[src/rtl/spi_mram_pkg.sv]
package spi_mram_pkg;

  localparam logic [7:0] OPC_WR_ENABLE  = 8'h06;
  localparam logic [7:0] OPC_WR_DISABLE = 8'h04;
  localparam logic [7:0] OPC_STAT_RD    = 8'h05;
  localparam logic [7:0] OPC_STAT_WR    = 8'h01;
  localparam logic [7:0] OPC_DATA_RD    = 8'h03;
  localparam logic [7:0] OPC_DATA_WR    = 8'h02;

  localparam int ADDR_BYTES = 3;

  typedef enum logic [2:0] {
    ST_OPCODE,
    ST_ADDR,
    ST_DATA_RD,
    ST_DATA_WR,
    ST_STAT_RD,
    ST_STAT_WR,
    ST_DISCARD
  } mram_state_e;

endpackage

[src/rtl/spi_mram_ctrl.sv]
module spi_mram_ctrl
  import spi_mram_pkg::*;
#(
  parameter int AW = 8
) (
  input  logic          clk,
  input  logic          rst_n,
  input  logic          frame_act_i,
  input  logic          frame_end_i,
  input  logic          byte_stb_i,
  input  logic [7:0]    byte_i,
  input  logic [7:0]    rd_data_i,
  output logic [7:0]    tx_byte_o,
  output logic          we_o,
  output logic [AW-1:0] addr_o,
  output logic [7:0]    wdata_o
);

  localparam int CNT_W = $clog2(ADDR_BYTES);

  mram_state_e      state_q, state_n;
  logic [CNT_W-1:0] acnt_q, acnt_n;
  logic [AW-1:0]    addr_q, addr_n, addr_shift;
  logic             is_wr_q, is_wr_n;
  logic             wr_cmd_q, wr_cmd_n;
  logic             wel_q, wel_n;
  logic             lock_q, lock_n;
  logic [1:0]       prot_q, prot_n;
  logic [7:0]       status;

  if (AW > 8) begin : g_wide_addr
    assign addr_shift = {addr_q[AW-9:0], byte_i};
  end else begin : g_narrow_addr
    assign addr_shift = byte_i[AW-1:0];
  end

  assign status = {lock_q, 3'b000, prot_q, wel_q, 1'b0};

  always_comb begin
    state_n  = state_q;
    acnt_n   = acnt_q;
    addr_n   = addr_q;
    is_wr_n  = is_wr_q;
    wr_cmd_n = wr_cmd_q;
    wel_n    = wel_q;
    lock_n   = lock_q;
    prot_n   = prot_q;
    we_o     = 1'b0;
    if (!frame_act_i) begin
      state_n  = ST_OPCODE;
      acnt_n   = '0;
      wr_cmd_n = 1'b0;
      if (frame_end_i && wr_cmd_q) wel_n = 1'b0;
    end else if (byte_stb_i) begin
      unique case (state_q)
        ST_OPCODE: begin
          unique case (byte_i)
            OPC_WR_ENABLE:  begin wel_n = 1'b1; state_n = ST_DISCARD; end
            OPC_WR_DISABLE: begin wel_n = 1'b0; state_n = ST_DISCARD; end
            OPC_STAT_RD:    state_n = ST_STAT_RD;
            OPC_STAT_WR:    begin wr_cmd_n = 1'b1; state_n = ST_STAT_WR; end
            OPC_DATA_RD:    begin is_wr_n = 1'b0; state_n = ST_ADDR; end
            OPC_DATA_WR:    begin is_wr_n = 1'b1; wr_cmd_n = 1'b1; state_n = ST_ADDR; end
            default:        state_n = ST_DISCARD;
          endcase
        end
        ST_ADDR: begin
          addr_n = addr_shift;
          acnt_n = acnt_q + 1'b1;
          if (acnt_q == CNT_W'(ADDR_BYTES - 1))
            state_n = is_wr_q ? ST_DATA_WR : ST_DATA_RD;
        end
        ST_DATA_RD: addr_n = addr_q + 1'b1;
        ST_DATA_WR: begin
          we_o   = wel_q;
          addr_n = addr_q + 1'b1;
        end
        ST_STAT_WR: begin
          if (wel_q) begin
            lock_n = byte_i[7];
            prot_n = byte_i[3:2];
          end
          state_n = ST_DISCARD;
        end
        default: ;
      endcase
    end
  end

  always_comb begin
    unique case (state_q)
      ST_STAT_RD: tx_byte_o = status;
      ST_DATA_RD: tx_byte_o = rd_data_i;
      default:    tx_byte_o = 8'h00;
    endcase
  end

  always_ff @(posedge clk or negedge rst_n) begin
    if (!rst_n) begin
      state_q  <= ST_OPCODE;
      acnt_q   <= '0;
      addr_q   <= '0;
      is_wr_q  <= 1'b0;
      wr_cmd_q <= 1'b0;
      wel_q    <= 1'b0;
      lock_q   <= 1'b0;
      prot_q   <= '0;
    end else begin
      state_q  <= state_n;
      acnt_q   <= acnt_n;
      addr_q   <= addr_n;
      is_wr_q  <= is_wr_n;
      wr_cmd_q <= wr_cmd_n;
      wel_q    <= wel_n;
      lock_q   <= lock_n;
      prot_q   <= prot_n;
    end
  end

  assign addr_o  = addr_q;
  assign wdata_o = byte_i;

  assert_latch_set_by_cmd_R2: assert property (@(posedge clk) disable iff (!rst_n)
    $rose(wel_q) |-> ($past(byte_stb_i) && ($past(byte_i) == OPC_WR_ENABLE)));
  assert_latch_drop_at_end_R9: assert property (@(posedge clk) disable iff (!rst_n)
    (frame_end_i && wr_cmd_q) |=> !wel_q);
  assert_status_guarded_R4: assert property (@(posedge clk) disable iff (!rst_n)
    !wel_q |=> $stable({lock_q, prot_q}));
  assert_store_needs_latch_R7: assert property (@(posedge clk) disable iff (!rst_n)
    (state_q != ST_DATA_WR) |-> !we_o);

endmodule

[config.mk]
export PLATFORM = sky130hd
export DESIGN_NAME = spi_mram_ctrl
export DESIGN_NICKNAME = d
export VERILOG_FILES = /design/src/rtl/spi_mram_pkg.sv /design/src/rtl/spi_mram_ctrl.sv
export SDC_FILE = /design/constraint.sdc
export NUM_CORES = 1
export LEC_CHECK = 0
export BUFFER_PORTS_ARGS = -buffer_cell sky130_fd_sc_hd__buf_2
export CELL_PAD_IN_SITES_DETAIL_PLACEMENT = 1
export CELL_PAD_IN_SITES_GLOBAL_PLACEMENT = 1
export CORE_MARGIN = 4
export CORE_UTILIZATION = 36
export DETAILED_ROUTE_END_ITERATION = 10
export PLACE_DENSITY = 0.77
export SYNTH_ARGS = -nofsm -noshare
export SYNTH_HDL_FRONTEND = slang
export SYNTH_SLANG_ARGS = --single-unit
[constraint.sdc]
create_clock -name clk -period 1.8 [get_ports clk]
set_input_delay 0.36 -clock clk [delete_from_list [all_inputs] [get_ports clk]]
set_output_delay 0.36 -clock clk [all_outputs]
set_load 0.005 [all_outputs]
==> flow_summary_export.csv, run 1 <==
group,metric,value,unit
status,status,"finished, final reports clean",
clock_tree,clkSlewWorstSetupHoldPaths,0.08,ns
sta,fin_hold_ws,0.0345,ns
setup_path,critical_path_arrival,1.33,ns
finish,layout.cells.non_filler,243,
yosys,ys_top_cells_by_area,"dfrtp_1, buf_4, nor2_1",
worst_hold_path,hold_class,"in -> async",
setup_path,start_kind,"flip-flop",
clock_tree,h-tree-depth,1,
yosys,postSynthCellCount,155,
sta,fin_crit,1.69,ns
setup_path,criticalPathCategory,"reg -> out",
clock_tree,clockBufferDepth,2,
yosys,ys_types,42,
routing,first_pass_iters,4,
die,rows,21,
routing,wl_per_cell,15.8,um
global_routing,grtUsageTotal,17.3,%
finish,drive_above_1_share,37.6,%
sta,maxSlewHeadroom,70.3,%
die,chipWidth,69.0,um
setup_path,endpoint_kind,"output pin",
die,initial_core_util,38.6,%
yosys,seq_area_frac_synth,35.5,%
yosys,yosys.area.top_type_share,35.5,%
yosys,ys_warn_count,0,
sta,finalCritPeriodShare,93.9,%
placement,io_buffers,45,
routing,postRouteAntennaNets,0,
finish,post-route-util,47.8,%
finish,diodes,0,
routing,drc_errors,0,
sta,timing_max_transition_violations_final,0,
clock_tree,cts_root_buf,"clkbuf_8",
global_routing,grt_pass1_vias,1311,
sta,setup_violations,0,
setup_path,r2r_start,"state_q[2]",
clock_tree,clock_latency,0.26,ns
routing,drt-total-wl,3840,um
routing,vias,1287,
clock_tree,cts_buffers,3,
yosys,synthesis.area,1340,um2
pwr,p_total,1.10,mW
finish,area_growth,23.8,%
placement,placed_area,1570,um2
placement,finalWeightedCongestion,0.840,
clock_tree,cts_sinks,19,
finish,fin_nets,221,
yosys,avgSynthCellArea,8.64,um2
yosys,synth_top_flop_cell,"dfrtp_1",
global_routing,antenna_found_initial,0,
sta,fmax,0.592,GHz
yosys,synth_edf_count,0,
setup_path,critPathLaunch,"state_q[2]",
yosys,synth_commonest_cells,"nor2_1, dfrtp_1, buf_4",
job,cap_viol_max_count,0,
placement,pre_cts_ws,0.178,ns
sta,setup_ws,0.110,ns
yosys,netlist.top_cell.by_area,"dfrtp_1",
yosys,synthArstFlopShare,100,%
sta,tns,0,ns
pwr,power_leakage,0.835,nW
yosys,synthMostInstantiatedCell,"nor2_1",
clock_tree,cts-hold-fix-buffers,0,
placement,dpl.cell_count,236,
setup_path,cp.required,1.44,ns
routing,routed_via_density,5.30,
die,dieHeight,69.0,um
clock_tree,cts_tree,"yes",
sta,tightest_slew,0.445,ns
global_routing,grt_max_degree,20,
finish,postLayoutCellArea,1660,um2
sta,final-hold-violation-count,0,
pwr,peakVddDrop,0.268,mV
global_routing,grt_pass1_wl,6090,um
pwr,pwr_density_cell,665,nW/um2
die,core,3470,um2
yosys,synth_nets,178,
routing,drt_iter0_drc,39,
die,io_pins,46,
global_routing,grt_overflow_total,0,
yosys,ys_ff_latch,19,
placement,place_hpwl,3050,um
setup_path,crit_path_max_fanout,10,
sta,finClkSkew,0.00706,ns
die,dieArea,4760,um2
-- what timing repair did --
item | 4_1_cts | 5_1_grt
setup buffers | 0 | 3
resized for setup | 3 | 5
endpoints found under the setup margin | 4 | 9
-- layout by cell type (no fill, tap or decap), drive strengths merged, types with 2 or more instances in the layout --
master  instances
dfrtp          19
mux2            3
inv             8
and2            5
nand3           8
o21ai           8
buf            56
o21a            2
nor2b           3
and3            2
mux2i           4
xnor2           2
nand2           7
a31oi           4
a22oi           4
nor2           22
clkbuf          4
o22a            3
o22ai           3
a21oi           8
ha              2
nand4           4
-- cells by family after synthesis --
kind of cell,after synthesis,share of synthesized area (%)
compound gates,41,21.3
xor+xnor,2,1.31
fa+ha+maj,2,1.87
buf+inv,26,11.8
flops,19,35.5
mux,7,5.51
simple gates,58,22.7
-- layer usage --
metal,global-route usage [%],part of all wire (%)
met1,21.0,43
met2,30.6,52
met3,3.08,3.9
met4,5.84,1.3
met5,0,0
-- worst paths after layout --
kind                       slack (ns)      endpoint  cells past startpoint
setup / recovery                 0.11  tx_byte_o[1]                      5
hold reg to reg                  0.51      wr_cmd_q                      2
setup reg to reg                 0.23     addr_o[7]                      5
hold / removal                   0.03     addr_o[6]                      1
max in group asynchronous        1.43    state_q[2]                      1
min in group clk                 0.38      wr_cmd_q                      2
-- state kept, by name, summed over array words and instances, names as in the netlist --
register,count
state_q,3
prot_q,2
wr_cmd_q,1
wel_q,1
lock_q,1
is_wr_q,1
addr_o,8
acnt_q,2
-- worst max-delay path: stages (launching register included) --
cell     delay, ns
dfrtp_2       0.48
inv_1         0.11
nor2_2        0.16
a22oi_1       0.11
nor2_1        0.09
buf_2         0.12
-- power by group --
| group | switching (mW) | internal (mW) | leakage, nW | total [mW] |
|---|---|---|---|---|
| Sequential | 0.0572 | 0.467 | 0.245 | 0.524 |
| Clock | 0.148 | 0.158 | 0.0228 | 0.305 |
| Combinational | 0.138 | 0.135 | 0.567 | 0.272 |
-- area by class of cell --
type | count | area (um2)
Multi-Input combinational cell | 110 | 726
Clock buffer | 4 | 45.0
Fill cell | 437 | 1810
Inverter | 8 | 30.0
Timing Repair Buffer | 56 | 320
Tap cell | 46 | 57.6
Sequential cell | 19 | 479
(Power assumes the default switching activity.)
==> inputs of run 2 (changes only) <==
- RECOVER_POWER: default -> 50
==> run 2 against run 1 <==
Wire length barely moved. Clock power barely moved. Clock skew hardly changed. Register-to-register slack hardly changed. Via count grew 0.31%. Largest power group unchanged. Highest routed layer unchanged. Critical path type unchanged. Power fell by 0.44%. Worst hold slack better by 0.23 ns. Cell count is the same. Utilization is 0.40 points lower. Maximum frequency barely moved. First-iteration DRC count shrank 21%.
==> flow_summary_export.csv, run 2 (same netlist as run 1, synthesis figures left out) <==
group,metric,value,unit
routing,first_pass_iters,4,
pwr,power_leakage,0.803,nW
setup_path,start_kind,"flip-flop",
die,rows,21,
sta,setup_violations,0,
routing,routed_via_density,5.31,
routing,wl_per_cell,15.8,um
clock_tree,cts_tree,"yes",
setup_path,path_cells,"inv_1 -> nor2_2 -> a22oi_1 -> nor2_1 -> buf_2",
clock_tree,h-tree-depth,1,
pwr,pwr_density_cell,667,nW/um2
sta,fin_crit,1.69,ns
die,dieHeight,69.0,um
global_routing,antenna_found_initial,0,
placement,place_hpwl,3050,um
finish,fin_nets,221,
sta,finClkSkew,0.00702,ns
die,chipWidth,69.0,um
setup_path,criticalPathCategory,"reg -> out",
finish,drive_above_1_share,32.0,%
placement,io_buffers,45,
status,status,"finished, final reports clean",
setup_path,cp.required,1.44,ns
global_routing,grt_max_degree,20,
finish,postLayoutCellArea,1640,um2
clock_tree,cts_sinks,19,
routing,drt_iter0_drc,31,
sta,tightest_slew,1.06,ns
finish,diodes,0,
die,dieArea,4760,um2
routing,drc_errors,0,
clock_tree,clkSlewWorstSetupHoldPaths,0.08,ns
setup_path,slowest_delay,0.48,ns
finish,largest_reg_flops,8,
pwr,peakVddDrop,0.267,mV
sta,finalCritPeriodShare,93.9,%
clock_tree,cts_root_buf,"clkbuf_8",
setup_path,path_buf_inv,2,
finish,multi_input_area,726,um2
global_routing,grt_pass1_vias,1311,
clock_tree,clockBufferDepth,2,
finish,fill_cells,441,
placement,finalWeightedCongestion,0.840,
setup_path,endpoint_kind,"output pin",
worst_hold_path,hold_class,"in -> async",
routing,vias,1291,
placement,pre_cts_ws,0.178,ns
sta,fmax,0.592,GHz
setup_path,cp.depth,5,
clock_tree,cts-hold-fix-buffers,0,
routing,drt-total-wl,3840,um
global_routing,grt_overflow_total,0,
sta,maxSlewHeadroom,29.3,%
die,initial_core_util,38.6,%
setup_path,critical_path_arrival,1.33,ns
die,io_pins,46,
setup_path,cp_top_family,"flip-flops",
setup_path,ff2ff_path_depth,5,
global_routing,grt_pass1_wl,6090,um
sta,timing_max_transition_violations_final,0,
setup_path,cpMaxStageDelayCell,"dfrtp_2",
sta,setup_ws,0.110,ns
finish,layout_commonest_cell,"buf_2",
global_routing,grtUsageTotal,17.3,%
finish,area_growth,22.8,%
placement,placed_area,1570,um2
setup_path,crit_path_max_fanout,10,
routing,postRouteAntennaNets,0,
clock_tree,cts_buffers,3,
finish,layout_common_cells,"buf_2, nor2_1, dfrtp_1",
clock_tree,clock_latency,0.26,ns
job,cap_viol_max_count,0,
finish,seq_area,479,um2
sta,final-hold-violation-count,0,
die,core,3470,um2
[run 2: area by class of cell]
type,instances,area share (%)
Multi-Input combinational cell,110,44.1
Tap cell,46,3.50
Timing Repair Buffer,56,18.6
Inverter,8,1.83
Sequential cell,19,29.1
Clock buffer,4,2.74
[run 2: what timing repair did]
item                                    CTS  global route
endpoints found under the hold margin     0             0
resized for setup                         3             5
setup buffers                             0             3
endpoints found under the setup margin    4             9
[run 2: report_power, final]
group          internal [mW]  leakage, nW  total [mW]  switching (mW)
clock                  0.158       0.0228       0.305           0.147
combinational          0.129        0.535       0.267           0.138
sequential             0.467        0.245       0.525          0.0575
[run 2: stage by stage]
stage | instances | hold slack, ns | utilization [%] | TNS [ns] | total power, mW
after floorplan | 155 | 0.0644 | - | 0 | 0.667
after global placement | 236 | 0.328 | 45.2 | 0 | 0.777
after detailed placement | 236 | 0.336 | 45.2 | 0 | 0.791
after CTS | 240 | 0.0499 | 46.6 | 0 | 1.10
after global routing | 243 | 0.352 | 47.4 | -0.0207 | 1.16
final | 243 | 0.266 | 47.4 | 0 | 1.10
[run 2: final timing paths]
kind                                  start      endpoint  slack, ns
worst min register to register     wr_cmd_q      wr_cmd_q       0.51
worst max register to register   state_q[2]     addr_o[7]       0.23
worst max-delay path             state_q[2]  tx_byte_o[1]       0.11
min in group clk                frame_act_i    state_q[1]       0.40
worst min-delay path                  rst_n     addr_o[6]       0.27
max in group asynchronous             rst_n    state_q[2]       0.82
[run 2: per-layer routing]
layer  track usage, %  routed length (um)  up-vias  part of all wire [%]
met5                0                   0        -                     0
met4             5.84                  51        0                   1.3
met3             3.08                 149        4                   3.9
met2             30.6                1990       25                    52
met1             21.0                1660      630                    43
li1                 -                   -      632                     -
==> inputs of run 3 (changes only) <==
- ABC_CLOCK_PERIOD_IN_PS: default -> 1600
- clock period: 1.8 -> 1.6 ns (I/O delays scaled with it)
==> run 3 against run 2 <==
The run now ends with setup timing left. Die area unchanged. Sequential power is 12% higher. Count of clock-buffer cells in the layout unchanged. Global-route usage is 1.3 points higher. Setup slack worse by 0.12 ns. Worst hold slack worse by 0.026 ns. Sequential cell count unchanged. Clock power is 13% higher. Sequential share of layout area fell by 1.6 points. Non-clock buffer count up 9. Highest routed layer unchanged.
==> flow_summary_export.csv, run 3 (same netlist as run 1, synthesis figures left out) <==
group,metric,value,unit
routing,first_pass_iters,4,
routing,wl_per_cell,17.6,um
placement,io_buffers,45,
finish,layout.cells.non_filler,252,
setup_path,regToRegSetupSlack,0.06,ns
global_routing,grt_max_degree,20,
routing,drc_errors,0,
die,chipWidth,69.0,um
sta,maxSlewHeadroom,27.3,%
pwr,power_frac_clock,27.0,%
die,io_pins,46,
pwr,switching_share,31.8,%
clock_tree,h-tree-depth,1,
sta,finalCritPeriodShare,101,%
global_routing,grt_pass1_vias,1339,
sta,setup_violations,3,
pwr,power_leakage,0.856,nW
status,status,"finished with violations",
sta,setup_ws,-0.00909,ns
pwr,p_total,1.28,mW
routing,drt-total-wl,4430,um
sta,finClkSkew,0.000726,ns
sta,fmax,0.621,GHz
setup_path,crit_path_max_fanout,6,
sta,timing_max_transition_violations_final,0,
sta,fin_hold_ws,0.240,ns
finish,fin_nets,230,
routing,vias,1370,
placement,dpl.cell_count,239,
clock_tree,clock_latency,0.26,ns
global_routing,antenna_found_initial,0,
clock_tree,cts_buffers,3,
routing,postRouteAntennaNets,0,
worst_hold_path,hold_class,"in -> async",
finish,largest_reg_flops,8,
finish,diodes,0,
setup_path,ff2ff_path_depth,5,
finish,post-route-util,50.1,%
finish,layout_commonest_cell,"buf_2",
global_routing,grtUsageTotal,18.6,%
clock_tree,clkSlewWorstSetupHoldPaths,0.07,ns
global_routing,grt_pass1_wl,6640,um
die,core,3470,um2
clock_tree,cts_sinks,19,
job,cap_viol_max_count,0,
setup_path,path_buf_inv,1,
setup_path,cpMaxStageDelayCell,"dfrtp_2",
placement,finalWeightedCongestion,0.866,
clock_tree,cts_tree,"yes",
setup_path,cp.required,1.28,ns
pwr,peakVddDrop,0.527,mV
finish,drive_above_1_share,38.3,%
die,dieArea,4760,um2
setup_path,cp_top_family,"flip-flops",
sta,tightest_slew,1.09,ns
clock_tree,cts_root_buf,"clkbuf_8",
pwr,internal-power,870,uW
clock_tree,clockBufferDepth,2,
die,initial_core_util,38.6,%
sta,tns,-0.0185,ns
pwr,power_frac_seq,46.0,%
setup_path,critical_path_arrival,1.29,ns
finish,layout_common_cells,"buf_2, buf_4, nor2_1",
status,violations,"setup timing",
clock_tree,cts-hold-fix-buffers,0,
setup_path,path_cells,"nand2b_4 -> nor2_4 -> and2_1 -> buf_2",
setup_path,slowest_delay,0.47,ns
die,rows,21,
setup_path,r2r_start,"state_q[2]",
pwr,pwr-share-comb,27.0,%
finish,area_growth,29.7,%
sta,rsz0062_at_grt,"yes",
routing,routed_via_density,5.44,
setup_path,start_kind,"flip-flop",
pwr,switching_power,406,uW
pwr,pwr_density_cell,735,nW/um2
setup_path,endpoint_kind,"output pin",
routing,drt_iter0_drc,74,
placement,place_hpwl,3090,um
sta,final-hold-violation-count,0,
setup_path,criticalPathCategory,"reg -> out",
setup_path,r2r-end,"addr_o[7]",
sta,fin_crit,1.61,ns
global_routing,grt_overflow_total,0,
die,dieHeight,69.0,um
-- run 3: changes by cell type in the layout (fill, tap and decap cells not counted), moves of 2 or more --
cell,before,now
buf_4,10,18
nor2_4,2,4
clkbuf_1,12,10
buf_6,0,3
-- run 3: metal layers --
layer  GRT usage (%)  vias up  wire (um)
met4            1.95        0         13
met1            22.5      697       1850
met5               0        -          0
met2            34.4       28       2400
li1                -      643          -
met3            4.38        2        165
-- run 3: worst max path at each step --
stage               depth (start not counted)           end        from  slack (ns)
floorplan                                   4        lock_q  state_q[1]        0.20
global placement                            5      wr_cmd_q   byte_i[4]        0.06
detailed placement                          5      wr_cmd_q   byte_i[4]        0.02
CTS                                         4  tx_byte_o[5]  state_q[2]     0.00005
global route                                4  tx_byte_o[6]  state_q[2]       -0.09
finish                                      4  tx_byte_o[6]  state_q[2]      -0.009
-- run 3: layout make-up --
type	instances	area, um2
multi-input combinational	110	747
sequential	19	479
inverter	8	30.0
timing repair buffer	65	378
tap	46	57.6
clock buffer	4	45.0
fill	448	1730
-- run 3: through the flow --
step / setup WS, ns / instance area (um2)
6_report: -0.00909 / 1740
5_1_grt: -0.0871 / 1740
4_1_cts: 0.0000531 / 1680
3_5_place_dp: 0.0159 / 1580
3_3_place_gp: 0.0622 / 1580
2_1_floorplan: 0.198 / 1340
-- run 3: timing repair --
item	4_1_cts	5_1_grt
endpoints found under the setup margin	8	14
setup buffers	3	6
hold endpoints to repair	0	0
cloned	0	0
resized for setup	12	7
pin swaps	0	5
-- run 3: worst reg2reg max path, stage by stage (launching register included) --
cell     delay [ns]
dfrtp_2        0.47
and3b_2        0.39
buf_4          0.19
a31oi_1        0.11
o22ai_1        0.20
a21oi_1        0.07
-- run 3: power by group through the flow --
stage | registers [mW] | clock network [mW] | logic [mW]
after floorplan | 0.580 | 0 | 0.171
after global placement | 0.589 | 0 | 0.290
after detailed placement | 0.593 | 0 | 0.303
after CTS | 0.586 | 0.360 | 0.325
after global routing | 0.596 | 0.381 | 0.381
final | 0.587 | 0.344 | 0.344
